$ cat src/rtl/ccnt_pkg.sv
package ccnt_pkg;

  typedef enum logic [1:0] {
    PIN_OFF      = 2'b00,
    PIN_CHG_DONE = 2'b01,
    PIN_ALERT    = 2'b10,
    PIN_RSVD     = 2'b11
  } pin_mode_e;

  typedef enum logic [1:0] {
    SRC_STEP   = 2'b00,
    SRC_PRESET = 2'b01,
    SRC_HOST   = 2'b10
  } next_src_e;

endpackage

$ cat src/rtl/ccnt_sync.sv
module ccnt_sync #(
  parameter int STAGES = 2
) (
  input  logic clk,
  input  logic rst_n,
  input  logic d,
  output logic q
);

  generate
    if (STAGES <= 1) begin : g_single
      logic q_r;
      always_ff @(posedge clk or negedge rst_n) begin
        if (!rst_n) q_r <= 1'b1;
        else        q_r <= d;
      end
      assign q = q_r;
    end else begin : g_chain
      logic [STAGES-1:0] chain;
      always_ff @(posedge clk or negedge rst_n) begin
        if (!rst_n) chain <= '1;
        else        chain <= {chain[STAGES-2:0], d};
      end
      assign q = chain[STAGES-1];
    end
  endgenerate

endmodule

$ cat src/rtl/ccnt_step.sv
module ccnt_step #(
  parameter int W = 16
) (
  input  logic [W-1:0] cur,
  input  logic         up,
  input  logic         down,
  input  logic         run,
  output logic [W-1:0] nxt
);

  localparam logic [W-1:0] ONE  = {{(W-1){1'b0}}, 1'b1};
  localparam logic [W-1:0] TOP  = '1;
  localparam logic [W-1:0] BASE = '0;

  logic go_up;
  logic go_down;

  assign go_up   = run && up && !down && (cur != TOP);
  assign go_down = run && down && !up && (cur != BASE);

  always_comb begin
    nxt = cur;
    if (go_up)        nxt = cur + ONE;
    else if (go_down) nxt = cur - ONE;
  end

endmodule

$ cat src/rtl/ccnt_shadow.sv
module ccnt_shadow #(
  parameter int BYTE_W = 8
) (
  input  logic                  clk,
  input  logic                  rst_n,
  input  logic                  rd_en,
  input  logic                  rd_sel,
  input  logic [2*BYTE_W-1:0]   live,
  output logic [BYTE_W-1:0]     rd_data
);

  logic [BYTE_W-1:0] lo_snap;

  always_ff @(posedge clk or negedge rst_n) begin
    if (!rst_n)                 lo_snap <= '1;
    else if (rd_en && rd_sel)   lo_snap <= live[BYTE_W-1:0];
  end

  assign rd_data = rd_sel ? live[2*BYTE_W-1:BYTE_W] : lo_snap;

endmodule

$ cat src/rtl/coulomb_tally.sv
module coulomb_tally
  import ccnt_pkg::*;
#(
  parameter int BYTE_W      = 8,
  parameter int SYNC_STAGES = 2
) (
  input  logic                clk,
  input  logic                rst_n,
  input  logic                inc_pulse,
  input  logic                dec_pulse,
  input  logic                shutdown,
  input  logic [1:0]          pin_mode,
  input  logic                chg_done_n,
  input  logic                wr_en,
  input  logic                wr_sel,
  input  logic [BYTE_W-1:0]   wr_data,
  input  logic                rd_en,
  input  logic                rd_sel,
  output logic [BYTE_W-1:0]   rd_data,
  output logic [2*BYTE_W-1:0] count_out
);

  localparam int CNT_W = 2 * BYTE_W;
  localparam logic [CNT_W-1:0] MID  = {1'b0, {(CNT_W-1){1'b1}}};
  localparam logic [CNT_W-1:0] FULL = '1;

  logic             pin_q;
  logic             preset_req;
  logic             host_wr;
  next_src_e        src;
  logic [CNT_W-1:0] count_q;
  logic [CNT_W-1:0] count_d;
  logic [CNT_W-1:0] step_val;
  logic [CNT_W-1:0] host_val;

  ccnt_sync #(.STAGES(SYNC_STAGES)) u_sync (
    .clk   (clk),
    .rst_n (rst_n),
    .d     (chg_done_n),
    .q     (pin_q)
  );

  assign preset_req = (pin_mode == PIN_CHG_DONE) && !pin_q;
  assign host_wr    = wr_en && shutdown;

  ccnt_step #(.W(CNT_W)) u_step (
    .cur  (count_q),
    .up   (inc_pulse),
    .down (dec_pulse),
    .run  (!shutdown),
    .nxt  (step_val)
  );

  always_comb begin
    if (wr_sel) host_val = {wr_data, count_q[BYTE_W-1:0]};
    else        host_val = {count_q[CNT_W-1:BYTE_W], wr_data};
  end

  always_comb begin
    if (host_wr)         src = SRC_HOST;
    else if (preset_req) src = SRC_PRESET;
    else                 src = SRC_STEP;
  end

  always_comb begin
    case (src)
      SRC_HOST:   count_d = host_val;
      SRC_PRESET: count_d = FULL;
      default:    count_d = step_val;
    endcase
  end

  always_ff @(posedge clk or negedge rst_n) begin
    if (!rst_n) count_q <= MID;
    else        count_q <= count_d;
  end

  ccnt_shadow #(.BYTE_W(BYTE_W)) u_shadow (
    .clk     (clk),
    .rst_n   (rst_n),
    .rd_en   (rd_en),
    .rd_sel  (rd_sel),
    .live    (count_q),
    .rd_data (rd_data)
  );

  assign count_out = count_q;

endmodule

$ cat config.mk
export PLATFORM = sky130hd
export DESIGN_NAME = coulomb_tally
export DESIGN_NICKNAME = d
export VERILOG_FILES = /design/src/rtl/ccnt_pkg.sv /design/src/rtl/ccnt_sync.sv /design/src/rtl/ccnt_step.sv /design/src/rtl/ccnt_shadow.sv /design/src/rtl/coulomb_tally.sv
export SDC_FILE = /design/constraint.sdc
export NUM_CORES = 1
export LEC_CHECK = 0
export BUFFER_PORTS_ARGS = -buffer_cell sky130_fd_sc_hd__clkbuf_2
export CORE_ASPECT_RATIO = 1.1
export CORE_UTILIZATION = 60
export CTS_CLUSTER_DIAMETER = 80
export DETAILED_ROUTE_END_ITERATION = 10
export PLACE_DENSITY = 0.86
export SLEW_MARGIN = 20
export SYNTH_ARGS = -nofsm -noshare
export SYNTH_HDL_FRONTEND = slang
export SYNTH_SLANG_ARGS = --single-unit
$ cat constraint.sdc
create_clock -name clk -period 7.8 [get_ports clk]
set_input_delay 0.78 -clock clk [delete_from_list [all_inputs] [get_ports clk]]
set_output_delay 0.78 -clock clk [all_outputs]
set_load 0.02 [all_outputs]
==> flow_metrics.tcl <==
set metrics [dict create \
    syn2layout_area_growth_pct 14.1 \
    n_antenna_cell 0 \
    crit_fanout 17 \
    synth-seq-cells 26 \
    drtIter0Drc 134 \
    gp_congestion 0.949 \
    cts_buffers 3 \
    power.internal_w 0.000546 \
    antenna_found_initial 0 \
    synth_nets 293 \
    fin_nets 337 \
    seq_power_share_pct 30.8 \
    grt_pass1_vias 2196 \
    drc 0 \
    slew_violations 0 \
    io_buffers 43 \
    leakage_nw 1.10 \
    start_util_pct 64.3 \
    setup_violations 0 \
    grt_usage_pct 34.5 \
    grt-ovfl-total 0 \
    maxCapViolations 0 \
    dr_wl_met2_mm 3.03 \
    dr.max_layer_used "met4" \
    power_frac_clock_pct 8.8 \
    rsz0062_at_grt "no" \
    ctsResizeCount 0 \
    max_freq_mhz 264 \
    die_w_um 59.9 \
    vias 2236 \
    numClockSinks 26 \
    clockRootBuffer "clkbuf_4" \
    hpwl_mm 4.95 \
    htreeDepth 1 \
    clockBufferDepth 2 \
    worstHoldPathType "reg -> reg" \
    clkTransAtPathRegs_ps 150 \
    first_pass_iters 6 \
    wl_met1_mm 2.48 \
    worstSetupStartpointType "register" \
    post_drt_wl_per_cell_um 18.1 \
    vias_per_cell 6.46 \
    crit_arrival_ps 4030 \
    p_per_area_nw_per_um2 425 \
    grt_start_max_net_pins 27 \
    cp-end-kind "register" \
    boundaryPins 44 \
    coreArea_um2 3440 \
    switchingPower_w 0.000527 \
    die_h_um 65.7 \
    post_cts_buffers 0 \
    setup_tns_ps 0 \
    skew_ps 4.42 \
    min_period_ps 3790 \
    seq_area_frac_synth_pct 30.8 \
    status "completed" \
    synth_warnings 0 \
    hold_viol_final 0 \
    clock_latency_ps 330 \
    grt_pass1_wl_mm 10.2 \
    ir_worst_vdd_uv 240 \
    required_ps 8040 \
    combPwrFrac_pct 60.4 \
    max-slew-margin-rel_pct 57.9 \
    total_power_w 0.00107 \
    wl_met3_um 543 \
    postCtsHoldBufs 0 \
    crit_type "reg -> reg" \
    syn_area_um2 2210 \
    cts_tree "done" \
    ant_nets 0 \
    die-area_um2 3940 \
    tightest_slew_ps 632 \
    synth_cells 255 \
    routed_wl_mm 6.26 \
    syn_avg_cell_area_um2 8.68 \
    post_route_cells_drive_above_1_share_pct 31.5 \
    finalCritPeriodShare_pct 48.5 \
    num_rows 22 \
    switching_share_pct 49.1 \
    synth_cell_type_count 44 \
]
routing by layer:
metal | track usage [%] | vias up
met3 | 3.74 | 22
li1 | - | 1035
met1 | 43.7 | 1046
met5 | 0 | -
met2 | 57.5 | 133
met4 | 16.3 | 0
layout make-up:
cell class | count | area, µm²
clock buffer | 3 | 22.5
clock inverter | 1 | 30.0
fill | 301 | 915
inverter | 11 | 41.3
multi-input combinational | 214 | 1480
sequential | 26 | 682
tap | 48 | 60.1
timing repair buffer | 43 | 215
stage by stage:
| stage | setup slack (ps) | hold slack (ps) | cell area, µm² | cells | utilization (%) |
|---|---|---|---|---|---|
| finish | 4010 | 368 | 2530 | 346 | 73.4 |
| global route | 3750 | 370 | 2530 | 346 | 73.4 |
| CTS | 4050 | 368 | 2530 | 346 | 73.4 |
| detailed placement | 4100 | 348 | 2470 | 342 | 71.9 |
| global placement | 4220 | 345 | 2470 | 342 | 71.9 |
| floorplan | 4520 | 345 | 2210 | 255 | - |
power by group through the flow:
stage / clock network [W] / logic, W / registers, W
3_3_place_gp: 0 / 0.000620 / 0.000324
6_report: 0.0000944 / 0.000649 / 0.000330
3_5_place_dp: 0 / 0.000635 / 0.000330
4_1_cts: 0.0000950 / 0.000640 / 0.000326
2_1_floorplan: 0 / 0.000431 / 0.000344
5_1_grt: 0.0000997 / 0.000716 / 0.000337
cells by family after synthesis:
group	synth area share [%]
compound gates	24.5
fa+ha+maj	10.5
buf+inv	2.54
xor+xnor	3.96
mux	7.57
simple gates	20.1
flops	30.8
cell usage in the layout (no fill, tap or decap), types with 2 or more instances in the layout:
cell type  instances
a211oi_1           2
a21o_1             4
a21oi_1           27
a221oi_1           4
a31oi_1            2
and2_1             3
clkbuf_2          43
clkbuf_4           3
dfstp_2           25
ha_1              17
inv_1             11
mux2_2            14
nand2_1           35
nand3_1            4
nand4_1            5
nand4_2            2
nor2_1            21
nor2_2             2
nor3_1             4
nor4_1             4
o21a_1             2
o21ai_0           14
o21bai_1           4
o22ai_4            2
o31ai_1           10
or3_1              5
or4_1              2
xnor2_1            7
xor2_1             3
worst paths after layout:
kind                                         startpoint                 endpoint  slack, ps  depth (start not counted)
max in group asynchronous                         rst_n            count_out[15]       6960                          1
worst min-delay path            u_sync.g_chain.chain[0]  u_sync.g_chain.chain[1]        370                          0
min in group asynchronous                         rst_n            count_out[15]        440                          1
worst max-delay path                       count_out[3]            count_out[13]       4010                         11
worst max register to register             count_out[3]            count_out[13]       4010                         11
worst min register to register  u_sync.g_chain.chain[0]  u_sync.g_chain.chain[1]        370                          0
worst max-delay path, cell delays in order, from the launching register on:
cell      delay [ps]
dfstp_2          640
nand4_2          150
nor4_4           420
nor2_1           180
inv_1            490
ha_1             430
a21oi_1          260
o21ai_0          200
a221oi_1         360
o31ai_1          160
xnor2_1          150
a221oi_1         270
synthesized netlist by cell type, drive strengths merged:
| cell | instances | share of area (%) |
|---|---|---|
| o31a | 1 | 0.40 |
| o21ai | 15 | 3.6 |
| nor2b | 1 | 0.28 |
| mux2 | 14 | 7.1 |
| a21boi | 1 | 0.34 |
| o221ai | 1 | 0.40 |
| xor2 | 3 | 1.2 |
| nand2 | 35 | 5.9 |
| o2111ai | 1 | 0.40 |
| or4 | 2 | 0.68 |
| and2 | 3 | 0.85 |
| inv | 11 | 1.9 |
| o21a | 2 | 0.68 |
| dfrtp | 1 | 1.1 |
| a221oi | 4 | 1.6 |
| a41oi | 1 | 0.40 |
| or3 | 5 | 1.4 |
| nor4 | 5 | 2.1 |
| a21oi | 27 | 6.1 |
| mux2i | 1 | 0.45 |
| a211oi | 2 | 0.68 |
| nand3 | 4 | 0.90 |
| o22ai | 3 | 2.1 |
| nor3 | 4 | 0.90 |
| dfstp | 25 | 30 |
| fa | 1 | 0.90 |
| o21bai | 4 | 1.4 |
| clkbuf | 4 | 0.68 |
| a2111oi | 1 | 0.40 |
| nor2 | 23 | 4.1 |
| ha | 17 | 9.6 |
| nand4 | 7 | 2.5 |
| a32o | 1 | 0.45 |
| a31oi | 2 | 0.57 |
| a21o | 4 | 1.4 |
| o211ai | 1 | 0.34 |
| and4 | 1 | 0.40 |
| o31ai | 10 | 3.4 |
| xnor2 | 7 | 2.8 |
sequential cells by signal, indices dropped and copies added, names as in the netlist:
| name | count |
|---|---|
| u_sync.g_chain.chain | 2 |
| count_out | 16 |
| u_shadow.lo_snap | 8 |
Power figures use the tool's default switching activity.
